`config.mk`:
```
export PLATFORM = sky130hd
export DESIGN_NAME = rpn_eval
export DESIGN_NICKNAME = d
export VERILOG_FILES = /design/src/rtl/rpn_pkg.sv /design/src/rtl/rpn_stack_mem.sv /design/src/rtl/rpn_addsub.sv /design/src/rtl/rpn_muldiv.sv /design/src/rtl/rpn_eval.sv
export SDC_FILE = /design/constraint.sdc
export NUM_CORES = 1
export LEC_CHECK = 0
export BUFFER_PORTS_ARGS = -buffer_cell sky130_fd_sc_hd__buf_4
export CORE_ASPECT_RATIO = 1.75
export CORE_UTILIZATION = 35
export DETAILED_ROUTE_END_ITERATION = 10
export PLACE_DENSITY = 0.46
export SETUP_SLACK_MARGIN = 0.4
export SLEW_MARGIN = 20
export SYNTH_ARGS = -nofsm -noshare
export SYNTH_HDL_FRONTEND = slang
export SYNTH_SLANG_ARGS = --single-unit
```
`constraint.sdc`:
```
create_clock -name clk -period 9.15 [get_ports clk]
set_clock_uncertainty 0.15 [all_clocks]
set_input_delay 0.4575 -clock clk [delete_from_list [all_inputs] [get_ports clk]]
set_output_delay 0.4575 -clock clk [all_outputs]
set_load 0.1 [all_outputs]
```
`src/rtl/rpn_pkg.sv`:
```
package rpn_pkg;

    typedef enum logic [1:0] {
        K_NUM  = 2'd0,
        K_OPR  = 2'd1,
        K_END  = 2'd2,
        K_RSV  = 2'd3
    } tok_kind_e;

    typedef enum logic [1:0] {
        OP_ADD = 2'd0,
        OP_SUB = 2'd1,
        OP_MUL = 2'd2,
        OP_DIV = 2'd3
    } op_e;

    typedef enum logic {
        ST_TAKE = 1'b0,
        ST_WAIT = 1'b1
    } ctl_state_e;

    // bit positions of the error vector
    localparam int unsigned E_UF = 3;
    localparam int unsigned E_OF = 2;
    localparam int unsigned E_DZ = 1;
    localparam int unsigned E_MF = 0;

endpackage

```
`src/rtl/rpn_stack_mem.sv`:
```
module rpn_stack_mem #(
    parameter int unsigned DATA_W = 16,
    parameter int unsigned DEPTH  = 16,
    localparam int unsigned AW    = (DEPTH > 1) ? $clog2(DEPTH) : 1
) (
    input  logic              clk,
    input  logic              we,
    input  logic [AW-1:0]     waddr,
    input  logic [DATA_W-1:0] wdata,
    input  logic [AW-1:0]     raddr_top,
    input  logic [AW-1:0]     raddr_nxt,
    output logic [DATA_W-1:0] rdata_top,
    output logic [DATA_W-1:0] rdata_nxt
);

    logic [DATA_W-1:0] slot_q [DEPTH];

    always_ff @(posedge clk) begin
        if (we) begin
            slot_q[waddr] <= wdata;
        end
    end

    assign rdata_top = slot_q[raddr_top];
    assign rdata_nxt = slot_q[raddr_nxt];

endmodule

```
`src/rtl/rpn_addsub.sv`:
```
module rpn_addsub #(
    parameter int unsigned DATA_W = 16
) (
    input  logic [DATA_W-1:0] lhs,
    input  logic [DATA_W-1:0] rhs,
    input  logic              sub,
    output logic [DATA_W-1:0] sum
);

    always_comb begin
        if (sub) begin
            sum = lhs - rhs;
        end else begin
            sum = lhs + rhs;
        end
    end

endmodule

```
`src/rtl/rpn_muldiv.sv`:
```
module rpn_muldiv #(
    parameter int unsigned DATA_W = 16,
    localparam int unsigned IW    = $clog2(DATA_W + 1)
) (
    input  logic              clk,
    input  logic              rst,
    input  logic              start,
    input  logic              is_div,
    input  logic [DATA_W-1:0] lhs,
    input  logic [DATA_W-1:0] rhs,
    output logic              busy,
    output logic              done,
    output logic [DATA_W-1:0] result
);

    typedef struct packed {
        logic              busy;
        logic              done;
        logic              is_div;
        logic              neg;
        logic [IW-1:0]     iter;
        logic [DATA_W-1:0] acc;   // product or quotient
        logic [DATA_W-1:0] ma;    // multiplicand or dividend shifter
        logic [DATA_W-1:0] mb;    // multiplier or divisor
        logic [DATA_W-1:0] rem;
    } md_t;

    md_t q, d;
    logic [DATA_W:0] rem_ext;
    logic [DATA_W:0] rem_sub;

    function automatic logic [DATA_W-1:0] mag(input logic [DATA_W-1:0] v);
        return v[DATA_W-1] ? (~v + 1'b1) : v;
    endfunction

    always_comb begin
        d       = q;
        d.done  = 1'b0;
        rem_ext = '0;
        rem_sub = '0;
        if (q.busy) begin
            if (!q.is_div) begin
                if (q.mb[0]) begin
                    d.acc = q.acc + q.ma;
                end
                d.ma = q.ma << 1;
                d.mb = q.mb >> 1;
            end else begin
                rem_ext = {q.rem, q.ma[DATA_W-1]};
                rem_sub = rem_ext - {1'b0, q.mb};
                d.ma    = q.ma << 1;
                if (rem_ext >= {1'b0, q.mb}) begin
                    d.rem = rem_sub[DATA_W-1:0];
                    d.acc = {q.acc[DATA_W-2:0], 1'b1};
                end else begin
                    d.rem = rem_ext[DATA_W-1:0];
                    d.acc = {q.acc[DATA_W-2:0], 1'b0};
                end
            end
            d.iter = q.iter - 1'b1;
            if (q.iter == IW'(1)) begin
                d.busy = 1'b0;
                d.done = 1'b1;
            end
        end else if (start) begin
            d.busy   = 1'b1;
            d.is_div = is_div;
            d.iter   = IW'(DATA_W);
            d.acc    = '0;
            d.rem    = '0;
            if (is_div) begin
                d.ma  = mag(lhs);
                d.mb  = mag(rhs);
                d.neg = lhs[DATA_W-1] ^ rhs[DATA_W-1];
            end else begin
                d.ma  = lhs;
                d.mb  = rhs;
                d.neg = 1'b0;
            end
        end
    end

    always_ff @(posedge clk) begin
        if (rst) begin
            q <= '0;
        end else begin
            q <= d;
        end
    end

    assign busy   = q.busy;
    assign done   = q.done;
    assign result = (q.is_div && q.neg) ? (~q.acc + 1'b1) : q.acc;

endmodule

```
`src/rtl/rpn_eval.sv`:
```
module rpn_eval #(
    parameter int unsigned DATA_W = 16,
    parameter int unsigned DEPTH  = 16,
    localparam int unsigned AW    = (DEPTH > 1) ? $clog2(DEPTH) : 1,
    localparam int unsigned CW    = $clog2(DEPTH + 1)
) (
    input  logic              clk,
    input  logic              rst,
    input  logic              tok_valid,
    output logic              tok_ready,
    input  logic [1:0]        tok_kind,
    input  logic [1:0]        tok_op,
    input  logic [DATA_W-1:0] tok_data,
    output logic              res_valid,
    output logic [DATA_W-1:0] res_data,
    output logic              err_underflow,
    output logic              err_overflow,
    output logic              err_divzero,
    output logic              err_malformed
);
    import rpn_pkg::*;

    typedef struct packed {
        ctl_state_e        st;
        logic [CW-1:0]     cnt;
        logic [3:0]        err;
        logic              out_vld;
        logic [DATA_W-1:0] out_data;
        logic [3:0]        out_err;
    } ctl_t;

    ctl_t q, d;

    logic              we;
    logic [AW-1:0]     waddr;
    logic [DATA_W-1:0] wdata;
    logic [AW-1:0]     ra_top, ra_nxt;
    logic [DATA_W-1:0] rd_top, rd_nxt;
    logic [DATA_W-1:0] as_sum;
    logic              md_start, md_busy, md_done;
    logic [DATA_W-1:0] md_res;
    logic [CW-1:0]     stk_cnt;
    logic              take;

    assign ra_top  = AW'(q.cnt - CW'(1));
    assign ra_nxt  = AW'(q.cnt - CW'(2));
    assign stk_cnt = q.cnt;

    rpn_stack_mem #(.DATA_W(DATA_W), .DEPTH(DEPTH)) u_mem (
        .clk       (clk),
        .we        (we),
        .waddr     (waddr),
        .wdata     (wdata),
        .raddr_top (ra_top),
        .raddr_nxt (ra_nxt),
        .rdata_top (rd_top),
        .rdata_nxt (rd_nxt)
    );

    rpn_addsub #(.DATA_W(DATA_W)) u_addsub (
        .lhs (rd_nxt),
        .rhs (rd_top),
        .sub (tok_op == OP_SUB),
        .sum (as_sum)
    );

    rpn_muldiv #(.DATA_W(DATA_W)) u_muldiv (
        .clk    (clk),
        .rst    (rst),
        .start  (md_start),
        .is_div (tok_op == OP_DIV),
        .lhs    (rd_nxt),
        .rhs    (rd_top),
        .busy   (md_busy),
        .done   (md_done),
        .result (md_res)
    );

    assign tok_ready = (q.st == ST_TAKE);
    assign take      = tok_valid && tok_ready;

    always_comb begin
        d          = q;
        d.out_vld  = 1'b0;
        d.out_err  = '0;
        we         = 1'b0;
        waddr      = AW'(q.cnt);
        wdata      = tok_data;
        md_start   = 1'b0;
        unique case (q.st)
            ST_TAKE: begin
                if (take) begin
                    unique case (tok_kind_e'(tok_kind))
                        K_END: begin
                            if (q.err != '0) begin
                                d.out_err = q.err;
                            end else if (q.cnt == CW'(1)) begin
                                d.out_vld  = 1'b1;
                                d.out_data = rd_top;
                            end else begin
                                d.out_err[E_MF] = 1'b1;
                            end
                            d.cnt = '0;
                            d.err = '0;
                        end
                        K_NUM: begin
                            if (q.err == '0) begin
                                if (q.cnt == CW'(DEPTH)) begin
                                    d.err[E_OF] = 1'b1;
                                end else begin
                                    we    = 1'b1;
                                    d.cnt = q.cnt + 1'b1;
                                end
                            end
                        end
                        K_OPR: begin
                            if (q.err == '0) begin
                                if (q.cnt < CW'(2)) begin
                                    d.err[E_UF] = 1'b1;
                                end else if (tok_op == OP_ADD || tok_op == OP_SUB) begin
                                    we    = 1'b1;
                                    waddr = ra_nxt;
                                    wdata = as_sum;
                                    d.cnt = q.cnt - 1'b1;
                                end else if (tok_op == OP_DIV && rd_top == '0) begin
                                    d.err[E_DZ] = 1'b1;
                                end else begin
                                    md_start = 1'b1;
                                    d.st     = ST_WAIT;
                                end
                            end
                        end
                        default: begin
                        end
                    endcase
                end
            end
            ST_WAIT: begin
                if (md_done) begin
                    we    = 1'b1;
                    waddr = ra_nxt;
                    wdata = md_res;
                    d.cnt = q.cnt - 1'b1;
                    d.st  = ST_TAKE;
                end
            end
            default: d.st = ST_TAKE;
        endcase
    end

    always_ff @(posedge clk) begin
        if (rst) begin
            q.st       <= ST_TAKE;
            q.cnt      <= '0;
            q.err      <= '0;
            q.out_vld  <= 1'b0;
            q.out_data <= '0;
            q.out_err  <= '0;
        end else begin
            q <= d;
        end
    end

    assign res_valid     = q.out_vld;
    assign res_data      = q.out_data;
    assign err_underflow = q.out_err[E_UF];
    assign err_overflow  = q.out_err[E_OF];
    assign err_divzero   = q.out_err[E_DZ];
    assign err_malformed = q.out_err[E_MF];

endmodule

```
==> out/results.txt <==
largest area contributor in the netlist: edfxtp_1
Pwr Total: 3.896 mW
ys async rst share: 0%
Seq pwr share: 45.1%
PortBufs: 44
clock power share: 40.7%
RSZ-0062 raised after global routing: false
Final Net Count: 1787
die area: 59400 um^2
synthesized area per cell: 12.09 um^2
Synth Net Count: 1775
sequential share of the synthesized area: 47.70%
final instance area: 22800 um^2
H-tree depth: 2
Area Overhead vs Synth: 11.57%
setup TNS: 0 ps
CTS Buf Count: 36
final setup fails: 0
total track usage: 22.45%
first-pass GRT wire length: 95510 um
Setup Fix Bufs, Post-CTS: 0
status: complete, no violations
CTS tree: built
Hold Buf Count CTS: 0
Post-Synthesis Cell Area: 20440 um^2
CP Capture Type: flop
leakage: 7.660 nW
DIE WIDTH: 184.7 um
fmax: 0.1343 GHz
Post-Syn Instances: 1690
final worst setup slack: 1703 ps
Pwr per Cell Area: 170.9 nW/um^2
Setup CP Type: reg -> reg
share of cells above drive strength 1: 19.10%
Max Cap Viol: 0
placed instance area: 21550 um^2
remaining antenna violation count: 0
root buffer cell: clkbuf_16
Post-DP HPWL: 47980 um
grt ovf: 0
Worst-Skew Late Latency: 570 ps
post-route minimum period: 7447 ps
DR iter-0 viols: 901
Place WS: 1686 ps
initial antenna violation count: 0
largest net degree at the start of global routing: 70
# diodes: 0
clk sink count: 359
CORE AREA: 57480 um^2
Util after Layout: 39.67%
number of distinct library cells after synthesis: 85
critical path peak fanout: 38
detailed-router iteration count before antenna repair: 5
Logic pwr share: 14.2%
Rows: 116
relative slew slack: 31.58%
Final Slew Violations: 0
startpoint types: flop
Routed Wire Length: 65980 um
gpl congestion: 0.9668
WHS: 128.2 ps
clock slew seen by the registers of the worst setup and hold paths: 70 ps
NetSw: 1.038 mW
critical path arrival: 7520 ps
Yosys reg bits: 359
min-delay worst type: in -> reg
vias in the first global route: 14348
actual slew at the worst max-slew pin: 1023 ps
Bufs on Longest Clock Path: 3
final worst-path cycle share: 81.39%
dominant cells by area after synthesis: edfxtp_1, mux4_2, dfxtp_1
Post-synth EDFFs: 256
placed cells: 2431
dominant synthesized flop cell: edfxtp_1
WL/cell: 26.45 um
switch share: 26.65%
Starting Density: 35.56%
share of Yosys cell area claimed by the top area cell type: 37.61%
total internal power: 2.858 mW
final cell count without fillers: 2495
Fin. Hold Viols: 0
IO Pins: 45
synth warn: 0
drc violations: 0
die span in y: 321.7 um
Worst EP required: 9220 ps
# resized after CTS: 0
VDD IR max: 0.1389 mV
Vias/cell: 5.702
routed vias: 14226
## per-layer routing
layer,share of wire [%],vias up,track usage (%)
met5,0,-,0
met4,6.9,0,14.49
met3,3.7,152,2.544
met2,54,416,42.02
met1,36,7178,23.35
li1,-,6480,-
## synth_stat cells (all sizes together) (50+ instances only)
master  instances
buf            61
mux2i          78
inv            52
a21oi         113
nand2         144
ha             59
o21ai          80
mux4          129
edfxtp        256
clkbuf         50
xnor2          54
dfxtp         103
nor2          122
## cells in the final DEF (no fill, tap or decap), types with 6 or more instances in the layout
cell       instances
nor4_1             8
nor2_1           106
mux2_2            16
nor4b_1            8
inv_1             51
xor2_1            35
and2_1             8
ha_1              57
mux4_2           126
mux2i_1           77
and3_1             7
o21ai_0           72
xnor2_1           53
a21o_1            15
o21ai_1            7
o2bb2ai_1          9
o211ai_1          11
nor2_4            16
buf_4             85
dfxtp_1          100
nand2_1          144
edfxtp_1         256
o31ai_1           10
a21boi_0           7
a211oi_1          15
o21a_1             9
a22oi_1           14
nand2b_1           7
a31oi_1           23
clkbuf_16         37
nand3_1           27
nand4_1            8
clkbuf_1           6
nor2b_1           13
or3_1             14
o21bai_1          10
nor3_1            41
a21oi_1          111
## layout make-up
cell class                      instances  area, um^2
Inverter                               53       198.9
Clock buffer                           44       962.2
Fill cell                            5454       34670
Timing Repair Buffer                   85       638.1
Sequential cell                       359        9756
Clock inverter                         20       267.8
Tap cell                              767       959.7
Multi-Input combinational cell       1167       10020
## critical path, stage by stage (launching register included)
cell and delay [ps]:
dfxtp_4 760, inv_2 310, ha_1 420, xor2_4 550, mux4_2 390, mux2_2 290, a21oi_1 330, ha_1 320
inv_1 110, or3_1 420, o32ai_2 340, and2_1 330, nor2_1 80, xor2_1 180, ha_1 340, and3_1 190
a21oi_1 120, o21ai_0 160, o41ai_1 570, o21bai_1 120, a221o_1 570
## power groups by stage
stage                     logic, mW  clock network, mW  registers, mW
after detailed placement      0.544                  0           1.79
after global placement        0.540                  0           1.79
final                         0.551               1.59           1.76
after floorplan               0.381                  0           1.79
after CTS                     0.546               1.61           1.76
after global routing          0.590               1.67           1.76
## worst paths after layout
kind,start,to,slack (ps),depth (start not counted)
worst max-delay path,stk_cnt[0],u_mem.slot_q[9][14],1700,20
worst max register to register,stk_cnt[0],u_mem.slot_q[9][14],1700,20
worst min-delay path,tok_kind[0],err_malformed,130,4
worst min register to register,res_data[11],res_data[11],310,2
## registers in the layout, indices dropped and copies added, names as in the netlist
signal         count
res_valid          1
err_underflow      1
u_mem.slot_q     256
u_muldiv.done      1
q                  4
u_muldiv.q        71
err_divzero        1
res_data          16
err_overflow       1
u_muldiv.busy      1
stk_cnt            5
err_malformed      1
## logic make-up (layout without fill, tap and decap cells)
| group | after synthesis | in the layout | synth area share (%) |
|---|---|---|---|
| and+or+nand+nor | 422 | 422 | 9.459 |
| DFF | 359 | 359 | 47.70 |
| muxes | 223 | 223 | 18.97 |
| AOI/OAI and AO/OA | 368 | 368 | 11.69 |
| xor gates and xnor gates | 92 | 92 | 4.035 |
| buffers and inverters | 164 | 202 | 4.230 |
| adders and majority gates | 62 | 62 | 3.906 |
Note: power is estimated with default switching activity, not from simulation.
